==> config.mk <==
export PLATFORM = sky130hd
export DESIGN_NAME = rstat_table
export DESIGN_NICKNAME = d
export VERILOG_FILES = /design/src/rtl/rstat_pkg.sv /design/src/rtl/rstat_entry.sv /design/src/rtl/rstat_lookup.sv /design/src/rtl/rstat_table.sv
export SDC_FILE = /design/constraint.sdc
export NUM_CORES = 1
export LEC_CHECK = 0
export BUFFER_PORTS_ARGS = -buffer_cell sky130_fd_sc_hd__clkbuf_2
export CAP_MARGIN = 5
export CORE_MARGIN = 1
export CORE_UTILIZATION = 25
export DETAILED_ROUTE_END_ITERATION = 16
export GPL_ROUTABILITY_DRIVEN = 0
export SYNTH_ARGS = -nofsm -noshare
export SYNTH_HDL_FRONTEND = slang
export SYNTH_SLANG_ARGS = --single-unit
export TNS_END_PERCENT = 20
==> constraint.sdc <==
create_clock -name clk -period 4.3 [get_ports clk]
set_clock_uncertainty 0.15 [all_clocks]
set_input_delay 0.43 -clock clk [delete_from_list [all_inputs] [get_ports clk]]
set_output_delay 0.43 -clock clk [all_outputs]
set_load 0.01 [all_outputs]
==> src/rtl/rstat_pkg.sv <==
package rstat_pkg;

    typedef enum logic [1:0] {
        ST_AVAIL = 2'd0,
        ST_INFL  = 2'd1,
        ST_READY = 2'd2
    } reg_state_e;

    typedef enum logic [1:0] {
        SRC_FILE = 2'd0,
        SRC_WAIT = 2'd1,
        SRC_ROB  = 2'd2
    } src_kind_e;

    // Map a register status onto the operand origin it implies.
    function automatic src_kind_e kind_of(input reg_state_e st);
        src_kind_e k;
        case (st)
            ST_INFL:  k = SRC_WAIT;
            ST_READY: k = SRC_ROB;
            default:  k = SRC_FILE;
        endcase
        return k;
    endfunction

endpackage

==> src/rtl/rstat_entry.sv <==
module rstat_entry
    import rstat_pkg::*;
#(
    parameter int TAG_W = 5
) (
    input  logic             clk,
    input  logic             rst,
    input  logic             flush,
    input  logic             set_en,
    input  logic [TAG_W-1:0] set_tag,
    input  logic             bc_valid,
    input  logic [TAG_W-1:0] bc_tag,
    input  logic             cm_hit,
    input  logic [TAG_W-1:0] cm_tag,
    output reg_state_e       state,
    output logic [TAG_W-1:0] tag
);

    reg_state_e       state_d;
    logic [TAG_W-1:0] tag_d;

    always_comb begin
        state_d = state;
        tag_d   = tag;
        if (set_en) begin
            state_d = ST_INFL;
            tag_d   = set_tag;
        end else if (state == ST_INFL && bc_valid && bc_tag == tag) begin
            state_d = ST_READY;
        end else if (state == ST_READY && cm_hit && cm_tag == tag) begin
            state_d = ST_AVAIL;
            tag_d   = '0;
        end
    end

    always_ff @(posedge clk) begin
        if (rst || flush) begin
            state <= ST_AVAIL;
            tag   <= '0;
        end else begin
            state <= state_d;
            tag   <= tag_d;
        end
    end


    issue_sets_inflight_chk: assert property (@(posedge clk) disable iff (rst)
        (set_en && !flush) |=> (state == ST_INFL && tag == $past(set_tag)));


    bcast_match_ready_chk: assert property (@(posedge clk) disable iff (rst)
        (!flush && !set_en && state == ST_INFL && bc_valid && bc_tag == tag)
        |=> (state == ST_READY));


    commit_mismatch_hold_chk: assert property (@(posedge clk) disable iff (rst)
        (!flush && !set_en && state == ST_READY && cm_hit && cm_tag != tag)
        |=> (state == ST_READY && $stable(tag)));


    flush_clears_chk: assert property (@(posedge clk) disable iff (rst)
        flush |=> (state == ST_AVAIL));

endmodule

==> src/rtl/rstat_lookup.sv <==
module rstat_lookup
    import rstat_pkg::*;
#(
    parameter int NUM_REGS = 32,
    parameter int TAG_W    = 5,
    localparam int REG_W   = $clog2(NUM_REGS)
) (
    input  logic             clk,
    input  logic             rst,
    input  logic [REG_W-1:0] sel,
    input  reg_state_e       st_vec  [NUM_REGS],
    input  logic [TAG_W-1:0] tag_vec [NUM_REGS],
    input  logic             bc_valid,
    input  logic [TAG_W-1:0] bc_tag,
    output logic [1:0]       kind,
    output logic [TAG_W-1:0] tag
);

    reg_state_e       st;
    logic [TAG_W-1:0] tg;
    src_kind_e        k;

    always_comb begin
        st = st_vec[sel];
        tg = tag_vec[sel];
        if (st == ST_INFL && bc_valid && bc_tag == tg) begin
            k = SRC_ROB;
        end else begin
            k = kind_of(st);
        end
        kind = k;
        tag  = (k == SRC_FILE) ? '0 : tg;
    end

    // only the three defined origin codes appear
    kind_legal_chk: assert property (@(posedge clk) disable iff (rst)
        kind != 2'd3);

endmodule

==> src/rtl/rstat_table.sv <==
module rstat_table
    import rstat_pkg::*;
#(
    parameter int NUM_REGS  = 32,
    parameter int ROB_DEPTH = 32,
    parameter int NUM_SRC   = 2,
    localparam int REG_W    = $clog2(NUM_REGS),
    localparam int TAG_W    = $clog2(ROB_DEPTH)
) (
    input  logic                           clk,
    input  logic                           rst,
    input  logic                           flush,
    input  logic                           iss_valid,
    input  logic                           iss_dst_en,
    input  logic [REG_W-1:0]               iss_dst,
    input  logic [TAG_W-1:0]               iss_tag,
    input  logic [NUM_SRC-1:0][REG_W-1:0]  iss_src,
    output logic [NUM_SRC-1:0][1:0]        src_kind,
    output logic [NUM_SRC-1:0][TAG_W-1:0]  src_tag,
    input  logic                           bc_valid,
    input  logic [TAG_W-1:0]               bc_tag,
    input  logic                           cm_valid,
    input  logic [REG_W-1:0]               cm_reg,
    input  logic [TAG_W-1:0]               cm_tag
);

    reg_state_e       st_vec  [NUM_REGS];
    logic [TAG_W-1:0] tag_vec [NUM_REGS];

    for (genvar r = 0; r < NUM_REGS; r++) begin : g_reg
        logic set_en;
        logic cm_hit;
        assign set_en = iss_valid && iss_dst_en && (iss_dst == REG_W'(r));
        assign cm_hit = cm_valid && (cm_reg == REG_W'(r));

        rstat_entry #(.TAG_W(TAG_W)) u_entry (
            .clk      (clk),
            .rst      (rst),
            .flush    (flush),
            .set_en   (set_en),
            .set_tag  (iss_tag),
            .bc_valid (bc_valid),
            .bc_tag   (bc_tag),
            .cm_hit   (cm_hit),
            .cm_tag   (cm_tag),
            .state    (st_vec[r]),
            .tag      (tag_vec[r])
        );
    end

    for (genvar s = 0; s < NUM_SRC; s++) begin : g_src
        rstat_lookup #(.NUM_REGS(NUM_REGS), .TAG_W(TAG_W)) u_look (
            .clk      (clk),
            .rst      (rst),
            .sel      (iss_src[s]),
            .st_vec   (st_vec),
            .tag_vec  (tag_vec),
            .bc_valid (bc_valid),
            .bc_tag   (bc_tag),
            .kind     (src_kind[s]),
            .tag      (src_tag[s])
        );
    end

    // a read of the register written one cycle earlier waits on that writer
    raw_lookup_chk: assert property (@(posedge clk) disable iff (rst)
        (iss_valid && iss_dst_en && !flush)
        |=> (!(iss_src[0] == $past(iss_dst) && !(bc_valid && bc_tag == $past(iss_tag)))
             || (src_kind[0] == 2'd1 && src_tag[0] == $past(iss_tag))));

endmodule

; Word-level counts from Yosys, hierarchy flattened
; Cells that the tools add are included.
[classes]
add_sub_neg = 0
n_bitwise = 2
order_cmp = 2
n_div = 0
mux = 210
shifts = 0
reduce_logical = 362
eq_ne = 228
multipliers = 0
[ops]
columns = operator, count
row1 = 2-to-1 mux 5 bit, 102
row2 = equality test 5 bit, 66
row3 = logical AND 1 bit, 197
row4 = equality test 5 bit (second input constant), 32
row5 = 2-to-1 mux 2 bit, 70
row6 = nonzero test 2 bit, 64
row7 = nonzero test 3 bit, 32
row8 = equality test 5 x 4 -> 1 bit (second input constant), 16
row9 = equality test 2 x 1 -> 1 bit (second input constant), 34
row10 = equality test 2 bit (second input constant), 34
row11 = != test 2 bit (second input constant), 32
row12 = AND reduction 2 bit, 32
row13 = OR reduction 2 bit, 32
row14 = binary-select mux 5 bit (select 5 bit), 2
row15 = equality test 5 x 3 -> 1 bit (second input constant), 8
row16 = 2-to-1 mux 1 bit, 32
row17 = binary-select mux 2 bit (select 5 bit), 2
row18 = equality test 5 x 2 -> 1 bit (second input constant), 4
row19 = greater-or-equal comparator 6 bit (second input constant), 2
row20 = NOT 5 -> 6 bit, 2
row21 = equality test 5 x 1 -> 1 bit (second input constant), 2
row22 = zero test 5 bit, 2
row23 = case mux 2 bit (2 select lines), 2
row24 = zero test 2 bit, 2
row25 = logical OR 1 bit, 1
[word_totals]
out_inout_bits = 14
register_bits = 224
ramBits = 0
wordCells = 900
in_bits = 42
n_memories = 0
latch_bits = 0
rom_bits = 0

; Longest topological paths before layout
; Gate-level depths: netlist (run 1).
[logic_depth]
depth_word = 10
depth_mapped = 11
mapped_depth_nobuf = 7

; Cells and area by module
; Synthesis (run 1) repeated with hierarchy kept, for this count alone.
[unflattened]
cells_unflattened = 1557
area_unflattened_um2 = 16513.3
[modules_own_cells]
columns = mod, cells_each, area_per_inst_um2, seq_area_each_um2, instances
row1 = rstat_entry, 34, 367.9, 140.1, 32
row2 = rstat_lookup, 181, 2067.0, 0.0, 2
row3 = rstat_table, 107, 608.1, 0.0, 1

; Worst setup path after synthesis (run 1)
; Ideal clock, no wire load.
[synth_path]
kind = input to output
start = in iss_src[0] (netlist bit)
end = out src_kind[1] (netlist bit)
path_buffers = 4
t_arrival_ps = 2506
setup_slack_ps = 1214
required_ps = 3720
stages = 9
path_cell_list = buf_2 > buf_2 > buf_2 > buf_2 > mux4_2 > mux2i_1 > nand3_1 > nor4_1 > a31o_1
[synth_lines]
columns = item, line
row1 = "start, declared", rstat_table.sv:17  ; input logic [NUM_SRC-1:0][REG_W-1:0] iss_src,
row2 = "end, declared", rstat_table.sv:18  ; output logic [NUM_SRC-1:0][1:0] src_kind,

==> results of run 1 <==
==> power groups by stage <==
stage	sequential, mW	combinational [mW]	clock [mW]
2_1_floorplan	2.13	0.432	0
5_1_grt	2.08	0.697	2.41
3_3_place_gp	2.13	0.642	0
6_report	2.08	0.673	2.30
4_1_cts	2.08	0.654	2.32
3_5_place_dp	2.13	0.652	0
==> layout by cell type (no fill, tap or decap), drive strengths merged, types with 14 or more instances in the layout <==
cell type | synthesis | routed
a22oi | 14 | 14
nor4 | 35 | 35
nand3 | 38 | 38
nand2 | 31 | 31
or3 | 27 | 27
clkbuf | 68 | 90
mux2i | 41 | 41
a22o | 146 | 146
nand4 | 51 | 51
a21oi | 44 | 44
inv | 31 | 33
o21ai | 15 | 15
nor3 | 60 | 60
o21a | 14 | 14
nor2 | 107 | 107
nor2b | 17 | 17
mux4 | 104 | 104
xor2 | 93 | 93
xnor2 | 235 | 235
a21boi | 25 | 25
buf | 43 | 49
dfxtp | 224 | 224
==> worst max-delay path, stage by stage <==
cell,delay (ns)
clkbuf_2,0.46
buf_4,0.34
mux4_2,0.33
mux4_2,0.47
mux2i_1,0.29
and3_1,0.23
nor2_1,0.10
nor3_1,0.45
clkbuf_2,0.24
==> kinds of logic after synthesis <==
kind of cell	Yosys count	share of synthesized area
simple gates	427	0.147
flops	224	0.292
mux	149	0.182
compound gates	298	0.151
buf+inv	143	0.0404
xor+xnor	328	0.187
==> flip-flops by register name (all words and copies together) (netlist names) <==
register	count
g.u_entry.state	64
g.u_entry.tag	160
==> per-layer routing <==
layer | vias to the layer above | GRT usage | share of wire
met4 | 8 | 0.102 | 0.055
met1 | 7046 | 0.256 | 0.39
met3 | 227 | 0.0509 | 0.12
li1 | 5891 | - | -
met5 | - | 0 | 0.00086
met2 | 1014 | 0.296 | 0.43
==> per-stage QoR <==
step	hold WS, ns	cell area [sq um]	cells	power [mW]
floorplan	0.314	15300	1569	2.56
global placement	0.361	16500	2342	2.77
detailed placement	0.361	16500	2342	2.78
CTS	0.221	17400	2391	5.06
global route	0.239	17400	2392	5.19
finish	0.211	17400	2393	5.06
==> worst max-delay path by stage <==
stage,endpoint,cells past startpoint
3_5_place_dp,src_kind[1],9
2_1_floorplan,src_kind[1],9
5_1_grt,src_kind[1],10
3_3_place_gp,src_kind[0],9
4_1_cts,src_kind[1],9
6_report,src_tag[5],9
==> cell type report <==
cell class	count	area, sq um
inverter	32	120
fill	6164	43100
tap	782	978
clock inverter	12	123
antenna	2	5.00
multi-input combinational	1202	10200
sequential	224	4480
timing repair buffer	102	671
clock buffer	37	753
==> flow_summary.json, run 1 <==
{
  "setup-tns-final_ns": 0,
  "port_buffers": 55,
  "drc": 0,
  "power.density_mw_per_mm2": 291,
  "worstSetupStartpoint": "iss_src[7]",
  "antenna_found_initial": 6,
  "core_sq_mm": 0.0605,
  "yosysWarningCount": 0,
  "clk_path_buf_depth": 3,
  "hpwlAfterDp_mm": 45.3,
  "root_buffer": "clkbuf_16",
  "postCtsSetupBuffers": 0,
  "wire_per_inst_um": 26.4,
  "critPathLaunchType": "input pin",
  "p_sw_mw": 1.40,
  "drt-vias-per-instance": 5.93,
  "synth_nets": 1611,
  "tightestPinTransition_ns": 1.14,
  "cts_buffers": 27,
  "fin_util": 0.287,
  "clockPowerShare": 0.455,
  "start_util": 0.254,
  "combPwrFrac": 0.133,
  "fin_crit_ns": 3.93,
  "drt_iter0_markers": 1896,
  "die-area_sq_mm": 0.0624,
  "synth-seq-area-share": 0.292,
  "path_class": "in -> out",
  "wl_mm": 63.1,
  "r2r-start": "g_reg[7].u_entry.tag[0]$_SDFFE_PP0P_",
  "reg2reg_slack_ns": 2.15,
  "fp.dieW_um": 250,
  "cts-resized-gates": 0,
  "setup_slack_ns": 0.365,
  "grt_start_max_net_pins": 68,
  "synth-async-reset-ratio": 0,
  "critical_path_peak_fanout": 18,
  "ctsHoldBuffers": 0,
  "crit_required_ns": 3.72,
  "cap_violations": 0,
  "cp.arrival_ns": 3.35,
  "p_int_mw": 3.65,
  "avgSynthCellArea_sq_um": 9.78,
  "synth_cell_types": 52,
  "grtUsageTotal": 0.196,
  "syn_area_sq_mm": 0.0153,
  "synthCells": 1569,
  "cellLeakagePower_nw": 5.75,
  "grt_first_pass_wirelength_mm": 92.6,
  "cts_max_level": 1,
  "cts_num_sinks": 224,
  "synth_top_area_share": 0.292,
  "final_nets": 1631,
  "drive_gt1_frac": 0.162,
  "swShare": 0.278,
  "hold_viol": 0,
  "fp-row-count": 90,
  "ir_drop_mv": 0.216,
  "p_seq_frac": 0.412,
  "grt_setup_unrepaired": "no",
  "tritoncts": "yes",
  "relSlewSlack": 0.240,
  "reg2reg_depth": 6,
  "synth-seq-cells": 224,
  "overflow": 0,
  "hold_end": "g_reg[1].u_entry.state[0]$_SDFFE_PP0P_",
  "die_y_um": 250,
  "min-delay-start": "rst",
  "ant_nets": 0,
  "finalSetupViolations": 0,
  "vias": 14200,
  "pre_cts_slack_ns": 0.501,
  "min_period_over_period": 0.915,
  "slew_viol_final": 0,
  "yosysMostFrequentCell": "xnor2_1",
  "firstDrtPassIters": 5,
  "whs_path_depth": 3,
  "max_freq_ghz": 0.254,
  "insertion_delay_ns": 0.56,
  "io_pins": 56,
  "yosysTopAreaCell": "dfxtp_1",
  "synth_edf_count": 0,
  "ys.flop_type": "dfxtp_1",
  "grt_pass1_vias": 13800,
  "end_kind": "primary output",
  "syn_to_final_growth_pct": 13.2,
  "path_clk_slew_ns": 0.06,
  "hold_class": "in -> reg",
  "r2r_end": "g_reg[7].u_entry.tag[2]$_SDFFE_PP0P_",
  "synth.area.top_cells": "dfxtp_1 (29%), mux4_2 (15%), xnor2_1 (13%)",
  "outcome": "complete, no violations",
  "ys_top_cells_by_count": "xnor2_1 (235), dfxtp_1 (224), a22o_1 (146)"
}
Power figures use the tool's default switching activity.
==> run 2, diff against run 1 <==
--- a/config.mk
+++ b/config.mk
@@ -11,6 +11,8 @@
 export CORE_UTILIZATION = 25
 export DETAILED_ROUTE_END_ITERATION = 16
 export GPL_ROUTABILITY_DRIVEN = 0
+export HOLD_SLACK_MARGIN = 0.02
+export REMOVE_ABC_BUFFERS = 1
 export SYNTH_ARGS = -nofsm -noshare
 export SYNTH_HDL_FRONTEND = slang
 export SYNTH_SLANG_ARGS = --single-unit
==> run 2 against run 1 <==
  * Sequential share of layout area is 0.13 points lower
  * Critical endpoint is now src_kind[0]
  * Global-route usage is 0.097 points lower
  * Design area is 0.50% higher
  * Flip-flop and latch count stayed put
  * Power is 4.6% higher
  * Highest routed layer unchanged
  * Clock power is 10% higher
  * Worst hold slack better by 0.034 ns
  * Non-clock buffer count is 1 lower
  * Maximum frequency is 3.3% lower
==> flow_summary.json, run 2 (synthesized netlist as in run 1, its figures left out) <==
{
  "outcome": "complete, no violations",
  "slowest_stage": "mux4_2",
  "largest-register": "g.u_entry.tag",
  "crit_path_cell_trace": "clkbuf_2 > buf_4 > mux4_2 > mux4_2 > mux2i_1 > nand3_1 > nor4_1 > a31oi_1 > clkbuf_2",
  "drc": 0,
  "firstDrtPassIters": 6,
  "insertion_delay_ns": 0.56,
  "hold_viol": 0,
  "max_freq_ghz": 0.246,
  "grt_setup_unrepaired": "no",
  "grtUsageTotal": 0.195,
  "path_class": "in -> out",
  "critPathMaxStageDelay_ns": 0.52,
  "fp-row-count": 90,
  "hpwlAfterDp_mm": 44.4,
  "antenna_found_initial": 4,
  "ir_drop_mv": 0.276,
  "final_nets": 1630,
  "wire_per_inst_um": 26.1,
  "fp.dieW_um": 250,
  "fin_util": 0.289,
  "cts_buffers": 27,
  "tritoncts": "yes",
  "start_util": 0.254,
  "cts_max_level": 1,
  "min_period_over_period": 0.946,
  "port_buffers": 55,
  "die-area_sq_mm": 0.0624,
  "critPathLaunchType": "input pin",
  "setup-tns-final_ns": 0,
  "slew_viol_final": 0,
  "drt_iter0_markers": 1902,
  "finalPower_mw": 5.29,
  "largest_register_ff_count": 160,
  "cellLeakagePower_nw": 5.79,
  "fin_crit_ns": 4.07,
  "hold_class": "in -> reg",
  "final_common_cell": "xnor2_1",
  "grt_start_max_net_pins": 42,
  "root_buffer": "clkbuf_16",
  "io_pins": 56,
  "postCtsSetupBuffers": 0,
  "cts_num_sinks": 224,
  "critical_path.top_delay_family": "multiplexers",
  "cap_violations": 0,
  "critical_path_peak_fanout": 16,
  "wl_mm": 62.4,
  "overflow": 0,
  "core_sq_mm": 0.0605,
  "grt_first_pass_wirelength_mm": 92.4,
  "path_clk_slew_ns": 0.06,
  "crit_required_ns": 3.72,
  "crit_buf_inv": 3,
  "die_y_um": 250,
  "clk_path_buf_depth": 3,
  "drive_gt1_frac": 0.162,
  "syn_to_final_growth_pct": 13.8,
  "ctsHoldBuffers": 0,
  "finalSetupViolations": 0,
  "tightestPinTransition_ns": 1.05,
  "top_regs": "g.u_entry.tag (160), g.u_entry.state (64)",
  "drt-vias-per-instance": 5.89,
  "grt_pass1_vias": 13700,
  "cp.arrival_ns": 3.49,
  "power.density_mw_per_mm2": 303,
  "vias": 14100,
  "cts-resized-gates": 0,
  "mostFrequentLayoutCells": "xnor2_1 (235), dfxtp_1 (224), a22o_1 (146)",
  "end_kind": "primary output",
  "relSlewSlack": 0.302,
  "ant_nets": 0
}
[run 2: path summary, 6_finish.rpt]
| kind | start | end | slack, ns | cells after the start |
|---|---|---|---|---|
| max | iss_src[2] | src_kind[0] | 0.23 | 9 |
| min | rst | g_reg[3].u_entry.state[0]$_SDFFE_PP0P_ | 0.24 | 4 |
| max reg2reg | g_reg[3].u_entry.tag[1]$_SDFFE_PP0P_ | g_reg[3].u_entry.tag[2]$_SDFFE_PP0P_ | 2.21 | 6 |
| min reg2reg | g_reg[28].u_entry.state[1]$_SDFFE_PP0P_ | g_reg[28].u_entry.state[1]$_SDFFE_PP0P_ | 0.38 | 2 |
[run 2: metal layers]
metal	track usage	share of wire	vias to the layer above
li1	-	-	5889
met2	0.303	0.44	986
met4	0.102	0.058	4
met5	0	0.00042	-
met3	0.0456	0.12	226
met1	0.251	0.39	6974
[run 2: tightest hold or removal path, stage by stage]
cell and delay (ns):
clkbuf_2 0.08, nor2_1 0.03, buf_4 0.22, o21a_1 0.14
[run 2: cell type report]
type | count | area (sq um)
inverter | 32 | 120
sequential | 224 | 4480
fill | 6241 | 43000
antenna | 1 | 2.50
clock buffer | 40 | 805
multi-input combinational | 1202 | 10200
tap | 782 | 978
clock inverter | 8 | 168
timing repair buffer | 101 | 663
[run 2: where the power goes]
| group | leakage, nW | switching, mW | internal [mW] |
|---|---|---|---|
| logic | 3.51 | 0.449 | 0.228 |
| clock network | 0.475 | 0.945 | 1.58 |
| registers | 1.80 | 0.00600 | 2.08 |
[run 2: through the flow]
stage	hold slack, ns	setup WS (ns)	std cells	cell area, sq um
after floorplan	0.314	1.51	1458	14800
after global placement	0.358	0.343	2341	16500
after detailed placement	0.373	0.323	2341	16500
after CTS	0.217	0.318	2389	17500
after global routing	0.257	0.0625	2390	17500
final	0.245	0.231	2390	17500
